## src/rtl/pwr_pkg.sv

```systemverilog
package pwr_pkg;

  typedef enum logic [1:0] {
    MODE_ACTIVE  = 2'd0,
    MODE_IDLE    = 2'd1,
    MODE_STANDBY = 2'd2,
    MODE_SLEEP   = 2'd3
  } mode_t;

  typedef enum logic [2:0] {
    OP_NONE        = 3'd0,
    OP_STANDBY     = 3'd1,
    OP_STANDBY_NOW = 3'd2,
    OP_IDLE        = 3'd3,
    OP_IDLE_NOW    = 3'd4,
    OP_SLEEP       = 3'd5,
    OP_MEDIA       = 3'd6,
    OP_OTHER       = 3'd7
  } op_t;

  // Strobes from the control FSM to the timer datapath.
  typedef struct packed {
    logic clear;   // forget the programmed period
    logic load;    // take a new period from the command's count
    logic reload;  // restart the inactivity count
    logic run;     // heads loaded: ticks advance the count
  } tmrCtl_t;

  localparam logic [7:0] SHORT_TOP = 8'd240;  // last code in 1-unit steps
  localparam logic [7:0] LONG_TOP  = 8'd251;  // last code in long steps
  localparam int         LONG_UNITS = 360;    // units per long step

endpackage

```

## src/rtl/pwr_idle_timer.sv

```systemverilog
module pwr_idle_timer
  import pwr_pkg::*;
#(
  parameter int TICKS_PER_UNIT = 5,
  parameter int MAX_UNITS      = 4320
) (
  input  logic       clk,
  input  logic       rstN,
  input  logic       tick,
  input  tmrCtl_t    ctl,
  input  logic [7:0] code,
  output logic       expire
);

  localparam int MAX_TICKS = MAX_UNITS * TICKS_PER_UNIT;
  localparam int CNT_W     = $clog2(MAX_TICKS + 1);

  logic [CNT_W-1:0] periodQ;
  logic [CNT_W-1:0] countQ;
  logic             armed;

  function automatic logic [CNT_W-1:0] periodOf(input logic [7:0] v);
    int units;
    if (v == 8'd0)            units = 0;
    else if (v <= SHORT_TOP)  units = int'(v);
    else if (v <= LONG_TOP)   units = (int'(v) - int'(SHORT_TOP)) * LONG_UNITS;
    else                      units = MAX_UNITS;
    return CNT_W'(units * TICKS_PER_UNIT);
  endfunction

  assign armed  = (periodQ != '0);
  assign expire = ctl.run && tick && armed && !ctl.reload && !ctl.load &&
                  !ctl.clear && (countQ == periodQ - CNT_W'(1));

  always_ff @(posedge clk or negedge rstN) begin
    if (!rstN) begin
      periodQ <= '0;
      countQ  <= '0;
    end else if (ctl.clear) begin
      periodQ <= '0;
      countQ  <= '0;
    end else if (ctl.load) begin
      periodQ <= periodOf(code);
      countQ  <= '0;
    end else if (ctl.reload) begin
      countQ  <= '0;
    end else if (ctl.run && tick && armed) begin
      countQ  <= expire ? '0 : countQ + CNT_W'(1);
    end
  end

endmodule

```

## src/rtl/pwr_mode_fsm.sv

```systemverilog
module pwr_mode_fsm
  import pwr_pkg::*;
(
  input  logic    clk,
  input  logic    rstN,
  input  logic    hardRst,
  input  logic    softRst,
  input  logic    cmdValid,
  input  op_t     cmdOp,
  input  logic    hostAct,
  input  logic    unloadDone,
  input  logic    expire,
  output tmrCtl_t tmrCtl,
  output mode_t   mode,
  output logic    parking,
  output logic    busy,
  output logic    parkDone
);

  mode_t modeQ, modeN, tgtQ, tgtN;
  logic  parkQ, parkN, busyQ, busyN, doneQ, doneN;
  logic  anyRst, loaded, accept, wantStandby;

  assign anyRst = hardRst || softRst;
  assign loaded = (modeQ == MODE_ACTIVE) || (modeQ == MODE_IDLE);
  assign accept = cmdValid && !parkQ && (modeQ != MODE_SLEEP) && !anyRst;
  assign wantStandby = (cmdOp == OP_STANDBY) || (cmdOp == OP_STANDBY_NOW);

  // Timer strobes depend only on inputs and state, never on expire.
  always_comb begin
    tmrCtl        = '0;
    tmrCtl.clear  = hardRst;
    tmrCtl.load   = accept && ((cmdOp == OP_STANDBY) || (cmdOp == OP_IDLE));
    tmrCtl.reload = accept || hostAct ||
                    (anyRst && !parkQ && !loaded) ||
                    (parkQ && unloadDone && (anyRst || tgtQ == MODE_ACTIVE));
    tmrCtl.run    = loaded && !parkQ;
  end

  always_comb begin
    modeN = modeQ;
    tgtN  = tgtQ;
    parkN = parkQ;
    busyN = busyQ;
    doneN = 1'b0;
    if (anyRst) begin
      if (parkQ && unloadDone) begin
        parkN = 1'b0;
        busyN = 1'b0;
        doneN = 1'b1;
        modeN = MODE_ACTIVE;
      end else if (parkQ || loaded) begin
        parkN = 1'b1;
        busyN = 1'b1;
        tgtN  = MODE_ACTIVE;
      end else begin
        modeN = MODE_ACTIVE;
      end
    end else if (parkQ) begin
      if (unloadDone) begin
        parkN = 1'b0;
        busyN = 1'b0;
        doneN = 1'b1;
        modeN = tgtQ;
      end
    end else if (accept) begin
      if (wantStandby || cmdOp == OP_SLEEP) begin
        if (loaded) begin
          parkN = 1'b1;
          busyN = 1'b1;
          tgtN  = wantStandby ? MODE_STANDBY : MODE_SLEEP;
        end else begin
          doneN = 1'b1;
          modeN = wantStandby ? MODE_STANDBY : MODE_SLEEP;
        end
      end else if (cmdOp == OP_IDLE || cmdOp == OP_IDLE_NOW) begin
        modeN = MODE_IDLE;
      end else if (cmdOp == OP_MEDIA) begin
        modeN = MODE_ACTIVE;
      end
    end else if (expire) begin
      parkN = 1'b1;
      tgtN  = MODE_STANDBY;
    end
  end

  always_ff @(posedge clk or negedge rstN) begin
    if (!rstN) begin
      modeQ <= MODE_ACTIVE;
      tgtQ  <= MODE_ACTIVE;
      parkQ <= 1'b0;
      busyQ <= 1'b0;
      doneQ <= 1'b0;
    end else begin
      modeQ <= modeN;
      tgtQ  <= tgtN;
      parkQ <= parkN;
      busyQ <= busyN;
      doneQ <= doneN;
    end
  end

  assign mode     = modeQ;
  assign parking  = parkQ;
  assign busy     = busyQ;
  assign parkDone = doneQ;

endmodule

```

## src/rtl/pwr_mode_ctl.sv

```systemverilog
module pwr_mode_ctl
  import pwr_pkg::*;
#(
  parameter int TICKS_PER_UNIT = 5,
  parameter int MAX_UNITS      = 4320
) (
  input  logic       clk,
  input  logic       rstN,
  input  logic       hardRst,
  input  logic       softRst,
  input  logic       cmdValid,
  input  logic [2:0] cmdOp,
  input  logic [7:0] cmdCount,
  input  logic       hostAct,
  input  logic       tick,
  input  logic       unloadDone,
  output logic [1:0] mode,
  output logic       unloadReq,
  output logic       busy,
  output logic       parkDone
);

  tmrCtl_t tmrCtl;
  logic    expire;
  mode_t   modeS;

  pwr_mode_fsm u_fsm (
    .clk       (clk),
    .rstN      (rstN),
    .hardRst   (hardRst),
    .softRst   (softRst),
    .cmdValid  (cmdValid),
    .cmdOp     (op_t'(cmdOp)),
    .hostAct   (hostAct),
    .unloadDone(unloadDone),
    .expire    (expire),
    .tmrCtl    (tmrCtl),
    .mode      (modeS),
    .parking   (unloadReq),
    .busy      (busy),
    .parkDone  (parkDone)
  );

  pwr_idle_timer #(
    .TICKS_PER_UNIT(TICKS_PER_UNIT),
    .MAX_UNITS     (MAX_UNITS)
  ) u_timer (
    .clk   (clk),
    .rstN  (rstN),
    .tick  (tick),
    .ctl   (tmrCtl),
    .code  (cmdCount),
    .expire(expire)
  );

  assign mode = modeS;

endmodule

```

## config.mk

```make
export PLATFORM = sky130hd
export DESIGN_NAME = pwr_mode_ctl
export DESIGN_NICKNAME = d
export VERILOG_FILES = /design/src/rtl/pwr_pkg.sv /design/src/rtl/pwr_idle_timer.sv /design/src/rtl/pwr_mode_fsm.sv /design/src/rtl/pwr_mode_ctl.sv
export SDC_FILE = /design/constraint.sdc
export NUM_CORES = 1
export LEC_CHECK = 0
export BUFFER_PORTS_ARGS = -buffer_cell sky130_fd_sc_hd__buf_2
export CAP_MARGIN = 20
export CELL_PAD_IN_SITES_DETAIL_PLACEMENT = 1
export CELL_PAD_IN_SITES_GLOBAL_PLACEMENT = 2
export CORE_MARGIN = 3
export CORE_UTILIZATION = 39
export DETAILED_ROUTE_END_ITERATION = 8
export GPL_ROUTABILITY_DRIVEN = 0
export HOLD_SLACK_MARGIN = 0.1
export MAX_ROUTING_LAYER = met4
export PLACE_DENSITY = 0.89
export SYNTH_ARGS = -nofsm -noshare
export SYNTH_HDL_FRONTEND = slang
export SYNTH_HIERARCHICAL = 1
export SYNTH_SLANG_ARGS = --single-unit
```

## constraint.sdc

```tcl
create_clock -name clk -period 5 [get_ports clk]
set_input_delay 1 -clock clk [delete_from_list [all_inputs] [get_ports clk]]
set_output_delay 1 -clock clk [all_outputs]
set_load 0.03 [all_outputs]
```

## Word level (Yosys, flattened, before mapping)

Index checks and enable logic that the tools add are counted.

| cells by class | value |
|---|---|
| add/subtract/negate cells | 3 |
| multiply operators | 2 |
| order comparisons | 2 |
| equality and inequality tests | 18 |
| muxes and demuxes | 53 |
| reduce and logical (&&, ||, !) cells | 46 |

Operators with widths:

| cell | number |
|---|---|
| $mux 32 | 5 |
| $mux 15 | 7 |
| $mux 2 | 18 |
| $mul 32x4->15 const B | 1 |
| $mul 32x7->29 const B | 1 |
| $mux 1 | 23 |
| $le 8x8->1 const B | 2 |
| $add 15x1->15 const B | 1 |
| $eq 15x15->1 | 1 |
| $logic_and 1x1->1 | 15 |
| $reduce_bool 15->1 | 1 |
| $sub 15x1->15 const B | 1 |
| $reduce_bool 3->1 | 4 |
| $logic_or 1x1->1 | 11 |
| $reduce_and 5->1 | 2 |
| $eq 3x3->1 const B | 3 |
| $ne 3x3->1 const B | 3 |
| $sub 8x8->9 const B | 1 |
| $logic_not 8->1 | 1 |
| $ne 2x2->1 const B | 4 |
| $eq 3x2->1 const B | 2 |
| $logic_not 1->1 | 6 |
| $reduce_and 6->1 | 1 |
| $reduce_bool 5->1 | 1 |
| other kinds (8) | 9 |

| storage, ports and cells | value |
|---|---|
| register bits | 37 |
| bits of input ports | 19 |
| output and inout bits | 5 |
| logic and storage cells | 131 |

## Depth between registers and ports, before layout

Gate-level depths: netlist of run 1.

| depth | value |
|---|---|
| depth after elaboration | 17 |
| mapped depth | 22 |
| gate-level depth less buffers | 22 |

## By module

Netlist of run 1, hierarchy kept.

Modules (own cells, without submodules):

| module | times used | cells each | area an instance (sq um) |
|---|---|---|---|
| pwr_idle_timer | 1 | 481 | 3923.8 |
| pwr_mode_fsm | 1 | 59 | 565.5 |

## Worst setup path before layout of run 1

No wires, ideal clock.

| timing | value |
|---|---|
| kind | in2reg |
| start | input port cmdCount[4] |
| end | register u_timer.periodQ[14] |
| arrival | 5.792 ns |
| slack | -0.908 ns |
| stages | 21 |
| cells stage by stage | inv_1 ha_1 clkbuf_1 xnor2_1 ha_1 fa_1 inv_1 fa_1 inv_1 ha_1 a21oi_1 xnor2_1 nor2_1 ha_1 ha_1 and3_1 a211o_1 a21o_1 a21o_1 or4_1 o311ai_0 |

| on the way | value |
|---|---|
| longest elaborated chain between the ends | 10 |

RTL lines:

| what | RTL line | RTL |
|---|---|---|
| from (decl) | pwr_mode_ctl.sv:13 | `input logic [7:0] cmdCount,` |
| $sub 8x8->9 | pwr_idle_timer.sv:26 | `else if (v <= LONG_TOP) units = (int'(v) - int'(SHORT_TOP)) * LONG_UNITS;` |
| $mul 32x7->29 | pwr_idle_timer.sv:26 |  |
| $mux 32 | pwr_idle_timer.sv:26 |  |
| $mux 32 | pwr_idle_timer.sv:25 | `else if (v <= SHORT_TOP) units = int'(v);` |
| $mux 32 (*) | pwr_idle_timer.sv:24 | `if (v == 8'd0) units = 0;` |
| $mux 32 (*) | pwr_idle_timer.sv:42 | `end else if (ctl.load) begin` |
| $mux 32 (*) | pwr_idle_timer.sv:39 | `end else if (ctl.clear) begin` |
| $mul 32x4->15 (*) | pwr_idle_timer.sv:28 | `return CNT_W'(units * TICKS_PER_UNIT);` |
| $mux 15 (*) | pwr_idle_timer.sv:42 |  |
| $mux 15 (*) | pwr_idle_timer.sv:39 |  |
| to (signal assigned) | pwr_idle_timer.sv:43 | `periodQ <= periodOf(code);` |
| to (decl) | pwr_idle_timer.sv:18 | `logic [CNT_W-1:0] periodQ;` |

Every way passes the cells marked *; elsewhere a longest branch is shown, timed or not. The select of a mux whose other input is x is not followed.
A chain may end at the register's enable or synchronous reset.

## Worst setup path after layout of run 1

Same ends and word-level chain as after synthesis.

==> run metrics, run 1 <==
Final Hold Vio Count=0; Max Clock Freq=approximately 190 MHz; Final Instance Area=5830 sq um; Core Area=around 11000 sq um; WS Path Type=input pin to flip-flop; number of standard cells after synthesis=540; DR iter-0 viols=between 150 and 200; all-layer global routing usage=21.1%; worst hold path type=flip-flop to flip-flop; synthesized net count=627; CTS H-Tree Depth=2; Syn. warnings=6; PortBufs=23; Remaining DRCs=0; CTS tree=done; Die H=approximately 110 um; crit path capture type=flip-flop; failing checks=setup timing; WL final=between 10000 and 15000 um; Root Driver=clkbuf_16; vias=~4300; number of synthesized register bits=37; Seq/Total Area, Yosys=between 20% and 30%; initial antenna violation count=0; final max-slew violation count=0; Main synth FF type=dfrtp_1; syn_area_per_cell=8.31 sq um; Logic pwr share=57.6%; # IOs=24; run status=complete, but fails checks; CP Launch Type=input pin; clock slew seen by the registers of the worst setup and hold paths=0.06 ns; row count=38; # setup viols final=4; Post-Route Skew=0.00649 ns; Switching Fraction=between 30% and 40%; Worst-Margin Slew=about 0.89 ns; clk_lat worst skew=slightly below 0.3 ns; dpl cell area=about 5300 sq um; Cell variety after synth=74; clock tree buffer depth=2; Vias per Instance=~5.5; Layout area overhead=29.9%; crit path max fanout=4; number of global-route vias before repair=~4600; remaining global-route overflow=0; Inserted Diodes=0; Total Power=0.00170 W; clock sinks=37; Die ar.=about 13000 sq um; Initial DRT Pass Iterations=4; area leader, netlist=dfrtp_1; NumNets Final=717; RSZ-0062 raised after global routing=yes; Async SR Flop Fraction=100%; Rel. slew slack=40.7%; HPWL Detailed=10200 um; Num CTS Buffers=5; power density over cell area=292 nW/um^2; mapped cell area=between 4000 and 5000 sq um; initial cell density of the core=40.7%; Reg power frac=roughly a fifth; Yosys top cell area share=between 20% and 30%; Worst EP arrival=between 5 and 6 ns; post-layout minimum cycle time=5.37 ns; Max IR drop VDD=301 uV; critical path required time=slightly above 5 ns; Setup WS pre-CTS=-0.710 ns; CTS Hold Bufs=0; largest net degree at the start of global routing=38; period utilization=107%; P_leak=2.74 nW; Sw Pwr=between 0.0006 and 0.0007 W; post-detailed-route count of antenna-violating nets=0; share of layout cells above drive strength 1=between 20% and 30%; WL/cell=17.8 um; first-pass GRT wire length=21800 um; Max Cap Viol=0; Clk pwr share=22.5%; Int Pwr=approximately 0.0011 W; EDFF count, synth=0; post-layout util=52.9%; Die X=approximately 110 um; synth top area cells=dfrtp_1 21%, ha_1 16%, fa_1 5.4%, xnor2_1 4.7%, inv_1 4.5%; post-route setup slack=-0.370 ns
## final timing paths
path / depth (start not counted) / endpoint / startpoint / slack [ns]
max reg2reg: 15 / u_fsm/tgtQ[1] / u_fsm/parking / 0.62
max in group asynchronous: 1 / u_timer/periodQ[10] / rstN / 3.60
min: 1 / u_fsm/busy / u_fsm/busy / 0.52
min in group asynchronous: 1 / u_fsm/mode[1] / rstN / 0.84
min reg2reg: 1 / u_fsm/busy / u_fsm/busy / 0.52
max: 21 / u_timer/periodQ[14] / cmdCount[4] / -0.37
## Yosys cell counts (13+ instances only)
cell type and n:
nand3_1 23, nor3_1 27, nand2_1 50, inv_1 54, clkbuf_1 13, ha_1 56
mux2i_1 17, xor2_1 14, nor2_1 43, xnor2_1 24, dfrtp_1 37, a21oi_1 22
## power groups by stage
stage               registers [W]  clock network (W)  logic (W)
global route             0.000342           0.000405    0.00107
CTS                      0.000339           0.000388   0.000883
floorplan                0.000350                  0   0.000530
detailed placement       0.000344                  0   0.000795
finish                   0.000339           0.000384   0.000982
global placement         0.000342                  0   0.000749
## registers in the layout, indices dropped and copies added (netlist names)
name,flops
u_timer/countQ,15
u_timer/periodQ,15
u_fsm/mode,2
u_fsm/tgtQ,2
u_fsm/busy,1
u_fsm/parkDone,1
u_fsm/parking,1
## metal layers
metal	vias up	share of wire, %	global-route usage (%)
li1	2072	-	-
met1	2087	41	23.8
met2	71	53	39.1
met3	28	3.3	2.57
met4	0	2.6	5.61
met5	-	0	-
## per-stage QoR
step / std cells / setup TNS [ns] / hold slack (ns)
after floorplan: 540 / -0.443 / 0.473
after global placement: 748 / -1.55 / 0.493
after detailed placement: 748 / -2.32 / 0.506
after CTS: 766 / -0.480 / 0.519
after global routing: 771 / -1.45 / 0.541
final: 771 / -0.716 / 0.515
## logic make-up after synthesis
| kind of cell | Yosys count | synth area share (%) |
|---|---|---|
| DFF | 37 | 20.6 |
| and+or+nand+nor | 208 | 24.0 |
| buffers and inverters | 73 | 6.55 |
| AOI/OAI and AO/OA | 94 | 14.9 |
| xor gates and xnor gates | 39 | 7.92 |
| adders and majority gates | 68 | 21.0 |
| muxes | 21 | 5.04 |
## cell type report
cell class,count,area (sq um)
Clock buffer,6,139
Clock inverter,2,37.5
Fill cell,1314,5200
Inverter,54,209
Multi-Input combinational cell,430,3610
Sequential cell,37,926
Tap cell,140,175
Timing Repair Buffer,102,736
## cells in the final DEF, fill, tap and decap left out, drive strengths merged, types with 18 or more instances in the layout
| cell type | instances |
|---|---|
| ha | 56 |
| buf | 101 |
| dfrtp | 37 |
| mux2i | 18 |
| nand3 | 23 |
| a21oi | 23 |
| xnor2 | 24 |
| nor2 | 43 |
| nand2 | 50 |
| nor3 | 28 |
| inv | 53 |
## worst max-delay path, cell delays in order
cell and delay, ns:
buf_8 0.09, clkinvlp_4 0.14, ha_4 0.34, xnor2_2 0.12, ha_1 0.26, fa_1 0.55, inv_2 0.06, fa_1 0.50
inv_2 0.05, ha_4 0.29, a21oi_4 0.07, xnor2_2 0.14, nor2_2 0.19, ha_4 0.23, ha_4 0.23, and3_4 0.14
a211o_1 0.31, a21o_1 0.18, a21o_1 0.16, or4_1 0.40, o311ai_1 0.08
## repair_timing
item / in CTS / in global routing
endpoints found under the setup margin: 4 / 5
resized for setup: 20 / 35
pin swaps: 23 / 29
cloned: 0 / 0
buffers inserted: 10 / 5
Power figures use the tool's default switching activity.
==> inputs of run 2 (changes only) <==
ABC_AREA = 1   (was not set)
CORE_UTILIZATION = 36   (was 39)
==> run 2 against run 1 <==
  * The flow still finishes with violations (setup timing)
  * Clock skew shrank 0.0022 ns
  * Core utilization shrank 5.0 points
  * Register-to-register slack gained 1.6 ns
  * Synthesized cell count grew 31%
  * Sequential share of layout area shrank 0.92 points
  * Clock power grew 9.6%
  * Global-route usage grew 0.75 points
  * Non-clock buffer count shrank 13
  * Sequential power shrank 6.5%
  * Setup slack gained 0.26 ns
  * Via count grew 15%
  * Critical path type unchanged
  * Largest cell class unchanged
==> run metrics, run 2 <==
R2R Path End=u_fsm/tgtQ[1]; crit path max fanout=4 (unchanged); Yosys top cell area share=19.0% (-1.6 points); top post-synthesis cells by count=191 x nand2_1, 111 x inv_1, 57 x nor2_1; synthesized net count=794 (+27%); Root Driver=clkbuf_16; CP Launch Type=input pin; area leader, netlist=dfrtp_1; synth top area cells=dfrtp_1 19%, nand2_1 15%, ha_1 14%, inv_1 8.6%, fa_1 4.9%; Rel. slew slack=42.9% (+2.2 points); Reg-to-Reg Start=u_fsm/mode[1]; Max Clock Freq=196 MHz (+5.1%); Reg2Reg Setup Slack=2.18 ns (+1.56 ns); hold path cells=2 (+1); WL final=15700 um (+14%); Die H=122 um (+8.0%); Max IR drop VDD=145 uV (-52%); run status=complete, but fails checks; initial cell density of the core=37.7% (-3.0 points); # setup viols final=2 (-2); Vias per Instance=5.04 (-8.8%); Inserted Diodes=0 (unchanged); Post-Synth Adder-Cell Area=19.3% (-1.6 points); largest net degree at the start of global routing=38 (unchanged); Initial DRT Pass Iterations=4 (unchanged); Worst-Margin Slew=0.856 ns (-0.0337 ns); P_leak=3.25 nW (+18%); WS Path Type=input pin to flip-flop; EDFF count, synth=0 (unchanged); syn_area_per_cell=6.89 sq um (-17%); first-pass GRT wire length=25700 um (+18%); initial antenna violation count=0 (unchanged); NumNets Final=885 (+23%); failing checks=setup timing; hold_ws=0.486 ns (-0.0293 ns); Layout area overhead=27.1%; DR iter-0 viols=215 (+35%); slowest CP cell=fa_1; Remaining DRCs=0 (unchanged); post-route setup slack=-0.111 ns (+0.259 ns); simple-gate area share of the yosys netlist=35.2% (+11 points); Post-Route Skew=0.00429 ns (-0.00220 ns); mapped cell area=4870 sq um (+8.5%); crit path capture type=flip-flop; clock slew seen by the registers of the worst setup and hold paths=0.06 ns (about the same); Worst Hold Launch=u_fsm/tgtQ[1]; CTS H-Tree Depth=2 (unchanged); Die ar.=15000 sq um (+17%); xor/xnor share of the synthesized area=7.29% (-0.62 points); Core Area=12900 sq um (+17%); commonest non-fill, non-tap cell in the layout=nand2_1; r2r worst-path depth=18 (+3); CTS Hold Bufs=0 (unchanged); period utilization=102% (-5.2 points); Syn. warnings=6 (unchanged); PortBufs=23 (unchanged); Seq/Total Area, Yosys=19.0% (-1.6 points); clk_lat worst skew=0.28 ns (about the same); post-synthesis mux area share=0% (-5.0 points); Cell variety after synth=46 (-38%); all-layer global routing usage=21.8% (+0.75 points); Non-Filler Instances=971 (+26%); Async SR Flop Fraction=100% (unchanged); WL/cell=16.2 um (-9.1%); worst hold path type=flip-flop to flip-flop; Final Hold Vio Count=0 (unchanged); most frequent cells in the layout=180 x nand2_1, 100 x inv_1, 66 x buf_4, 52 x nor2_1, 44 x ha_1; clock sinks=37 (unchanged); post-detailed-route count of antenna-violating nets=0 (unchanged); number of fill cells=1679 (+28%); Die X=122 um (+8.0%); cell with the most instances after synthesis=nand2_1; share of layout cells above drive strength 1=26.5% (-1.0 points); number of synthesized register bits=37 (unchanged); post-synthesis compound-gate area fraction=9.24% (-5.7 points); row count=41 (+7.9%); power density over cell area=264 nW/um^2 (-9.6%); final max-slew violation count=0 (unchanged); register area=926 sq um (unchanged); HPWL Detailed=12800 um (+25%); critical path required time=5.22 ns (+0.04 ns); Num CTS Buffers=5 (unchanged); Total Power=0.00164 W (-4.0%); top flop regs=u_timer/countQ (15), u_timer/periodQ (15); remaining global-route overflow=0 (unchanged); RSZ-0062 raised after global routing=yes; # IOs=24 (unchanged); Multi-input gate area=3770 sq um (+4.4%); hold worst-path end=u_fsm/tgtQ[1]; Worst EP arrival=5.33 ns (-0.22 ns); CTS tree=done; Inst Count DP=951 (+27%); number of global-route vias before repair=5375 (+16%); post-layout minimum cycle time=5.11 ns (-0.259 ns); vias=4891 (+15%); largest family of logic cells by synthesized area=simple AND/OR/NAND/NOR gates; Main synth FF type=dfrtp_1; Max Cap Viol=0 (unchanged); slowest stage delay, CP=0.57 ns (+0.02 ns); clock tree buffer depth=2 (unchanged); number of standard cells after synthesis=707 (+31%); Most Frequent Cell on Critical Path=nand2_1
[run 2: changes by cell type after synthesis, sizes merged, moves of 12 or more]
cell    before  now
inv         54  120
o21ai       17   29
xor2        14   29
xnor2       24    9
nand2       50  198
nand3       23   51
nor2        43   72
mux2i       18    0
clkbuf      13    1
[run 2: layout make-up]
cell class	instances	area share, %
Multi-Input combinational cell	544	60.9
Tap cell	172	3.48
Sequential cell	37	15.0
Timing Repair Buffer	89	10.1
Clock inverter	3	1.11
Inverter	121	7.44
Clock buffer	5	2.02
[run 2: worst max-delay path: cells and delay by family]
family                     cells  cell delay (ns)
and+or+nand+nor               17             1.42
buffers and inverters          7             0.47
xor gates and xnor gates       1             0.15
adders and majority gates      7             2.27
[run 2: through the flow]
stage               utilization (%)  instance area [sq um]  setup TNS [ns]  setup WS (ns)
finish                         47.9                   6190          -0.148         -0.111
global route                   47.9                   6190          -0.819         -0.360
CTS                            46.9                   6060               0       0.000257
detailed placement             44.1                   5700           -1.81         -0.506
global placement               44.1                   5700          -0.982         -0.323
floorplan                         -                   5000          -0.136        -0.0759
[run 2: worst max-delay path by stage]
stage | startpoint | end | slack [ns] | cells after the start
floorplan | cmdCount[4] | u_timer/periodQ[14] | -0.08 | 26
global placement | cmdCount[4] | u_timer/periodQ[14] | -0.32 | 26
detailed placement | cmdCount[4] | u_timer/periodQ[14] | -0.51 | 32
CTS | cmdCount[4] | u_timer/periodQ[14] | 0.0003 | 32
global route | cmdCount[4] | u_timer/periodQ[14] | -0.36 | 30
finish | cmdCount[5] | u_timer/periodQ[14] | -0.11 | 32
[run 2: logic make-up (layout without fill, tap and decap cells)]
kind of cell / Yosys count / in the layout
xor+xnor: 38 / 38
flops: 37 / 37
simple gates: 357 / 357
compound gates: 81 / 81
buf+inv: 126 / 218
fa+ha+maj: 68 / 68
[run 2: layer usage]
metal,part of all wire (%),GRT usage [%]
met5,0,-
met1,44,26.3
met4,1.3,3.08
met3,1.6,1.43
met2,53,40.8
[run 2: where the power goes]
part	switching, W	internal, W	leakage, nW
Sequential	0.00000912	0.000308	0.508
Clock	0.000133	0.000288	0.0944
Combinational	0.000486	0.000413	2.64
[run 2: repair_timing]
action,CTS,global route
buffers inserted,9,3
pin swaps,21,20
setup endpoints to repair,3,5
gates resized for setup,24,31
